<file path="config.mk">
export PLATFORM = sky130hd
export DESIGN_NAME = sflash_seq
export DESIGN_NICKNAME = d
export VERILOG_FILES = /design/src/rtl/sflash_pkg.sv /design/src/rtl/sflash_bitrev.sv /design/src/rtl/sflash_chunk.sv /design/src/rtl/sflash_seq.sv
export SDC_FILE = /design/constraint.sdc
export NUM_CORES = 1
export LEC_CHECK = 0
export ABC_AREA = 1
export BUFFER_PORTS_ARGS = -buffer_cell sky130_fd_sc_hd__buf_2
export CORE_MARGIN = 1
export CORE_UTILIZATION = 35
export DETAILED_ROUTE_END_ITERATION = 10
export PLACE_DENSITY = 0.61
export SETUP_SLACK_MARGIN = 0.5
export SYNTH_ARGS = -nofsm -noshare
export SYNTH_HDL_FRONTEND = slang
export SYNTH_HIERARCHICAL = 1
export SYNTH_SLANG_ARGS = --single-unit
</file>
<file path="constraint.sdc">
create_clock -name clk -period 2.5 [get_ports clk]
set_input_delay 0.375 -clock clk [delete_from_list [all_inputs] [get_ports clk]]
set_output_delay 0.375 -clock clk [all_outputs]
set_load 0.02 [all_outputs]
</file>
<file path="src/rtl/sflash_pkg.sv">
`timescale 1ns/1ps
package sflash_pkg;

   typedef enum logic [2:0] {
      OP_RDID  = 3'd0,
      OP_RDSR  = 3'd1,
      OP_WRSR  = 3'd2,
      OP_READ  = 3'd3,
      OP_PROG  = 3'd4,
      OP_ERASE = 3'd5,
      OP_RSV6  = 3'd6,
      OP_RSV7  = 3'd7
   } op_e;

   typedef enum logic [3:0] {
      S_IDLE, S_WEN, S_GAP, S_CMD, S_ADR, S_DUM, S_DAT, S_PCMD, S_PRD, S_DONE
   } st_e;

   localparam logic [7:0] CMD_WEN  = 8'h06;
   localparam logic [7:0] CMD_RDSR = 8'h05;
   localparam logic [7:0] CMD_FILL = 8'h00;

   function automatic logic [7:0] cmd_of(input op_e o);
      case (o)
         OP_RDID:  return 8'hAB;
         OP_RDSR:  return 8'h05;
         OP_WRSR:  return 8'h01;
         OP_READ:  return 8'h03;
         OP_PROG:  return 8'h02;
         OP_ERASE: return 8'hD8;
         default:  return 8'h00;
      endcase
   endfunction

   function automatic logic needs_wen(input op_e o);
      return (o == OP_WRSR) || (o == OP_PROG) || (o == OP_ERASE);
   endfunction

endpackage

</file>
<file path="src/rtl/sflash_bitrev.sv">
`timescale 1ns/1ps
module sflash_bitrev #(
   parameter int W = 8
) (
   input  logic [W-1:0] d,
   output logic [W-1:0] q
);
   for (genvar i = 0; i < W; i++) begin : g_bit
      assign q[i] = d[W-1-i];
   end
endmodule

</file>
<file path="src/rtl/sflash_chunk.sv">
`timescale 1ns/1ps
module sflash_chunk #(
   parameter int PAGE_LG2 = 8,
   parameter int LEN_W    = 16
) (
   input  logic [23:0]      addr,
   input  logic [LEN_W-1:0] rem,
   output logic [LEN_W-1:0] chunk
);
   localparam logic [LEN_W-1:0] PAGE = LEN_W'(1) << PAGE_LG2;

   logic [LEN_W-1:0] room;

   assign room  = PAGE - LEN_W'(addr[PAGE_LG2-1:0]);
   assign chunk = (rem < room) ? rem : room;
endmodule

</file>
<file path="src/rtl/sflash_seq.sv">
`timescale 1ns/1ps
module sflash_seq
   import sflash_pkg::*;
#(
   parameter int PAGE_LG2 = 8,
   parameter int SECT_LG2 = 16,
   parameter int LEN_W    = 16
) (
   input  logic             clk,
   input  logic             rst_n,
   input  logic             req_valid,
   output logic             req_ready,
   input  logic [2:0]       req_op,
   input  logic [23:0]      req_addr,
   input  logic [LEN_W-1:0] req_len,
   input  logic [7:0]       wr_data,
   output logic             wr_take,
   output logic [7:0]       rd_data,
   output logic             rd_valid,
   output logic             done,
   output logic             cs_n,
   output logic             link_go,
   output logic [7:0]       link_tx,
   input  logic             link_done,
   input  logic [7:0]       link_rx
);
   localparam logic [LEN_W-1:0] ONE = LEN_W'(1);

   if (PAGE_LG2 < 1 || PAGE_LG2 > 20) begin : g_bad_page
      $error("sflash_seq: PAGE_LG2 out of range");
   end
   if (SECT_LG2 < PAGE_LG2 || SECT_LG2 > 23) begin : g_bad_sect
      $error("sflash_seq: SECT_LG2 must lie between PAGE_LG2 and 23");
   end
   if (LEN_W <= PAGE_LG2) begin : g_bad_len
      $error("sflash_seq: LEN_W must exceed PAGE_LG2");
   end

   st_e              st, after;
   op_e              op;
   logic [23:0]      addr;
   logic [LEN_W-1:0] rem, cnt, chunk;
   logic [1:0]       idx;
   logic             pend, sending, adv;
   logic [7:0]       tx_rev, rx_rev;

   sflash_bitrev #(.W(8)) u_rev_tx (.d(wr_data), .q(tx_rev));
   sflash_bitrev #(.W(8)) u_rev_rx (.d(link_rx), .q(rx_rev));
   sflash_chunk #(.PAGE_LG2(PAGE_LG2), .LEN_W(LEN_W)) u_chunk (
      .addr(addr), .rem(rem), .chunk(chunk));

   assign sending   = (st == S_WEN) || (st == S_CMD) || (st == S_ADR) || (st == S_DUM) ||
                      (st == S_DAT) || (st == S_PCMD) || (st == S_PRD);
   assign link_go   = sending && !pend;
   assign adv       = pend && link_done;
   assign req_ready = (st == S_IDLE);

   always_comb begin
      link_tx = CMD_FILL;
      case (st)
         S_WEN:  link_tx = CMD_WEN;
         S_CMD:  link_tx = cmd_of(op);
         S_ADR:  link_tx = (idx == 2'd0) ? addr[23:16] : (idx == 2'd1) ? addr[15:8] : addr[7:0];
         S_DAT:  link_tx = (op == OP_PROG) ? tx_rev : (op == OP_WRSR) ? wr_data : CMD_FILL;
         S_PCMD: link_tx = CMD_RDSR;
         default: link_tx = CMD_FILL;
      endcase
   end

   always_ff @(posedge clk or negedge rst_n) begin
      if (!rst_n) begin
         st       <= S_IDLE;
         after    <= S_IDLE;
         op       <= OP_RDID;
         addr     <= '0;
         rem      <= '0;
         cnt      <= '0;
         idx      <= '0;
         pend     <= 1'b0;
         cs_n     <= 1'b1;
         done     <= 1'b0;
         rd_valid <= 1'b0;
         rd_data  <= '0;
         wr_take  <= 1'b0;
      end else begin
         done     <= 1'b0;
         rd_valid <= 1'b0;
         wr_take  <= link_go && (st == S_DAT) && ((op == OP_PROG) || (op == OP_WRSR));
         if (link_go) pend <= 1'b1;
         if (adv)     pend <= 1'b0;
         case (st)
            S_IDLE: if (req_valid) begin
               op   <= op_e'(req_op);
               rem  <= req_len;
               addr <= (op_e'(req_op) == OP_ERASE) ? (req_addr << SECT_LG2) : req_addr;
               if (op_e'(req_op) == OP_RSV6 || op_e'(req_op) == OP_RSV7 ||
                   ((op_e'(req_op) == OP_READ || op_e'(req_op) == OP_PROG) && req_len == '0))
                  st <= S_DONE;
               else begin
                  cs_n <= 1'b0;
                  st   <= needs_wen(op_e'(req_op)) ? S_WEN : S_CMD;
               end
            end
            S_WEN: if (adv) begin
               cs_n  <= 1'b1;
               st    <= S_GAP;
               after <= S_CMD;
            end
            S_GAP: begin
               cs_n <= 1'b0;
               st   <= after;
            end
            S_CMD: if (adv) begin
               idx <= '0;
               cnt <= ONE;
               case (op)
                  OP_RDID:                   st <= S_DUM;
                  OP_RDSR, OP_WRSR:          st <= S_DAT;
                  default:                   st <= S_ADR;
               endcase
            end
            S_ADR: if (adv) begin
               idx <= idx + 2'd1;
               if (idx == 2'd2) begin
                  if (op == OP_ERASE) begin
                     cs_n  <= 1'b1;
                     st    <= S_GAP;
                     after <= S_PCMD;
                  end else begin
                     cnt <= (op == OP_PROG) ? chunk : rem;
                     st  <= S_DAT;
                  end
               end
            end
            S_DUM: if (adv) begin
               idx <= idx + 2'd1;
               if (idx == 2'd2) st <= S_DAT;
            end
            S_DAT: if (adv) begin
               cnt <= cnt - ONE;
               if (op == OP_READ || op == OP_PROG) begin
                  addr <= addr + 24'(1);
                  rem  <= rem - ONE;
               end
               if (op != OP_PROG && op != OP_WRSR) begin
                  rd_valid <= 1'b1;
                  rd_data  <= (op == OP_READ) ? rx_rev : link_rx;
               end
               if (cnt == ONE) begin
                  cs_n <= 1'b1;
                  if (op == OP_PROG) begin
                     st    <= S_GAP;
                     after <= S_PCMD;
                  end else
                     st <= S_DONE;
               end
            end
            S_PCMD: if (adv) st <= S_PRD;
            S_PRD: if (adv) begin
               cs_n <= 1'b1;
               if (link_rx[0]) begin
                  st    <= S_GAP;
                  after <= S_PCMD;
               end else if (op == OP_PROG && rem != '0) begin
                  st    <= S_GAP;
                  after <= S_WEN;
               end else
                  st <= S_DONE;
            end
            S_DONE: begin
               done <= 1'b1;
               st   <= S_IDLE;
            end
            default: st <= S_IDLE;
         endcase
      end
   end
endmodule

</file>
==> key figures <==
Synth
  • Area share of the largest cell type after synthesis: 29.24%
  • Top post-synthesis cells by area: dfrtp_1, nand2_1, nor2_1
  • Syn Inst Count: 1098
  • Post-synth EDFFs: 0
  • Synth warn: 6
  • Cell Area, Synth: 6847 sq um
  • Leading area contributor after synthesis: dfrtp_1
  • Synth top cells by count: nand2_1, nor2_1, o21ai_0
  • Sequential share of the synthesized area: 29.62%
  • Syn_area_per_cell: 6.235 sq um
  • Ys async rst share: 100.0%
  • Top FF cell, synth: dfrtp_1
  • #FFs+latches synth: 81
  • Dominant cell by count in the synthesized netlist: nand2_1
  • Distinct cells, synth: 40

Global route
  • Initial antenna violation count: 0
  • First-pass GRT wire length: 35710 um
  • GRT Total Usage: 22.58%
  • Overflow left after global routing: 0
  • Number of global-route vias before repair: 7069
  • Largest net degree at the start of global routing: 63

CTS
  • TritonCTS clock tree: done
  • Reg clk slew, reported paths: 0.07 ns
  • Hold-fix buffers, CTS: 0
  • Htree depth: 3
  • Clock latency on the worst-skew pair: 0.35 ns
  • CTS Sinks: 81
  • CTS Root Cell: clkbuf_16
  • CTS max path bufs: 2
  • CTS Buf Count: 9

Setup path
  • Worst setup startpoint: addr[0]$_DFFE_PN0P_
  • CP endpoint kind: flip-flop
  • R2R Setup Slk: -0.006 ns
  • CP startpoint kind: flip-flop
  • WP data arrival: 2.74 ns
  • R2R Path Start: addr[0]$_DFFE_PN0P_
  • CP Class: flip-flop to flip-flop
  • Worst path required time: 2.73 ns
  • Worst r2r dst: cnt[0]$_DFFE_PN0P_
  • Worst r2r path cells: 19
  • Critical Path Fanout Max: 8

Route
  • DR DRC count: 0
  • Final WL: 22530 um
  • Wire per inst: 15.32 um
  • Pre-antenna DRT Iters: 5
  • Antenna-violating nets left: 0
  • Routed vias: 7429
  • Via density: 5.050
  • Initial DRC count: 600

Pwr
  • VDD IR max: 0.5047 mV
  • Power Dens Cells: 1243 nW/um^2
  • Pleak: 4.119 nW
  • Total power: 10.54 mW

Final layout
  • Fin area: 8477 sq um
  • P&R area growth vs syn: 23.81%
  • Final std cells w/o fill: 1471
  • Layout cells sized above 1: 21.22%
  • Antenna Cells: 0
  • Final core utilization: 44.72%
  • Final #Nets: 1285

Place
  • Dpl hpwl: 16290 um
  • I/O Buffers: 84
  • Pre-CTS WS: -0.1544 ns
  • Placed cell area: 7596 sq um
  • Dpl cells: 1431
  • RePlAce Congestion: 0.8972

STA
  • Fin. Hold Viols: 0
  • Slew Viols, Final: 0
  • RSZ-0062 raised after global routing: true
  • Tcrit/Tclk final: 100.3%
  • Relative slew margins: 42.74%
  • Peak Freq: 399.0 MHz
  • Setup TNS: -0.01120 ns
  • Final WS setup: -0.006386 ns
  • Slew @ Worst Pin: 0.8589 ns
  • Endpoints failing setup: 3
  • Tmin final: 2.506 ns
  • Final hold slack: 0.1360 ns
  • Clk_skew: 0.01025 ns

Status
  • Failing checks: setup timing
  • Outcome: complete, but fails checks

Floorplan
  • Core ar.: 18960 sq um
  • Die Ht: 141.9 um
  • # IOs: 85
  • Initial core utilization: 36.12%
  • Full die area: 20120 sq um
  • Die Wd: 141.9 um
  • Core Rows: 50

Flow run
  • Max Cap Violations: 0

Hold path
  • HP Class: primary input to async pin
## cell usage in the layout (no fill, tap or decap), types with 3 or more instances in the layout
cell type  instances
xnor2_1            6
a22oi_1            3
nand2_2           11
nand3_2            4
o211ai_1           8
nor2_2             6
nor2_4            10
nand3_4            3
o21bai_1           4
nor3_1             6
o21ai_0           81
ha_1              11
dfrtp_2            5
dfrtp_1           75
buf_4             58
nor2_1           175
a21oi_1           56
buf_2             75
a31oi_1           13
nand3b_1           3
nand4_1           16
o21ai_2            3
clkbuf_16         11
nor3_2             3
ha_4               3
xor2_2             3
inv_1             89
nand2_4            4
o21ai_1           24
buf_12             6
nand2_1          288
nand3_1           73
a21oi_2           10
xor2_1            10
inv_2             15
conb_1             7
buf_6              7
## sequential cells by signal (all words and copies together), names as in the netlist
signal,flops
addr,24
after,3
cnt,16
cs_n,1
done,1
idx,2
op,3
pend,1
rd_data,8
rd_valid,1
rem,16
st,4
wr_take,1
## final cells by class
cell class              instances  area (sq um)
fillers                      2011         10480
multi-input cells             858          4324
flip-flops and latches         81          2034
repair buffers                149          1075
inverters                     106         412.9
well taps                     260         325.3
clock buffers                  10         229.0
clock inverters                 6         67.56
repair inverters                1         8.758
## critical path, stage by stage (launching register included)
cell and delay (ns):
dfrtp_1 0.39, inv_2 0.09, ha_4 0.15, nand2_4 0.05
nor2_4 0.10, nand3_4 0.09, xor2_2 0.17, inv_1 0.06
ha_1 0.30, nand2_2 0.08, nor2_2 0.05, nor3_4 0.11
nand2_2 0.08, nand2_4 0.12, nand2_2 0.09, buf_4 0.14
nand2_1 0.05, nand2_1 0.05, o21ai_1 0.12, a31oi_1 0.09
## repair_timing
action / in CTS / in global routing
endpoints found under the setup margin: 60 / 61
gates cloned: 1 / 3
resized for setup: 27 / 82
setup buffers: 9 / 11
pin swaps: 17 / 10
## power by group
part | leakage (nW) | switching (mW) | internal [mW]
sequential | 0.988 | 0.662 | 1.93
combinational | 2.99 | 4.04 | 2.51
clock | 0.144 | 0.616 | 0.781
total | 4.12 | 5.31 | 5.22
## worst max path at each step
stage                                    end  slack (ns)
after floorplan           cnt[5]$_DFFE_PN0P_        0.02
final                     cnt[0]$_DFFE_PN0P_      -0.006
after global placement    cnt[3]$_DFFE_PN0P_       -0.05
after CTS                 cnt[3]$_DFFE_PN0P_       -0.02
after detailed placement  cnt[5]$_DFFE_PN0P_       -0.15
after global routing      cnt[5]$_DFFE_PN0P_       -0.20
## cells by family (layout without fill, tap and decap cells)
| group | Yosys count | after routing | share of synthesized area (%) |
|---|---|---|---|
| DFF | 81 | 81 | 29.62 |
| other | 1 | 7 | 0.05477 |
| xor gates and xnor gates | 19 | 19 | 2.431 |
| AOI/OAI and AO/OA | 207 | 207 | 16.19 |
| buffers and inverters | 166 | 272 | 11.35 |
| adders and majority gates | 16 | 16 | 2.924 |
| and+or+nand+nor | 608 | 609 | 37.43 |
## per-layer routing
layer,global-route usage [%],vias to the layer above,part of all wire (%)
met1,28.09,3448,44
met5,0,-,0
met2,38.99,181,49
met4,9.168,0,3.2
met3,3.442,43,4.3
li1,-,3757,-
(Power assumes the default switching activity.)
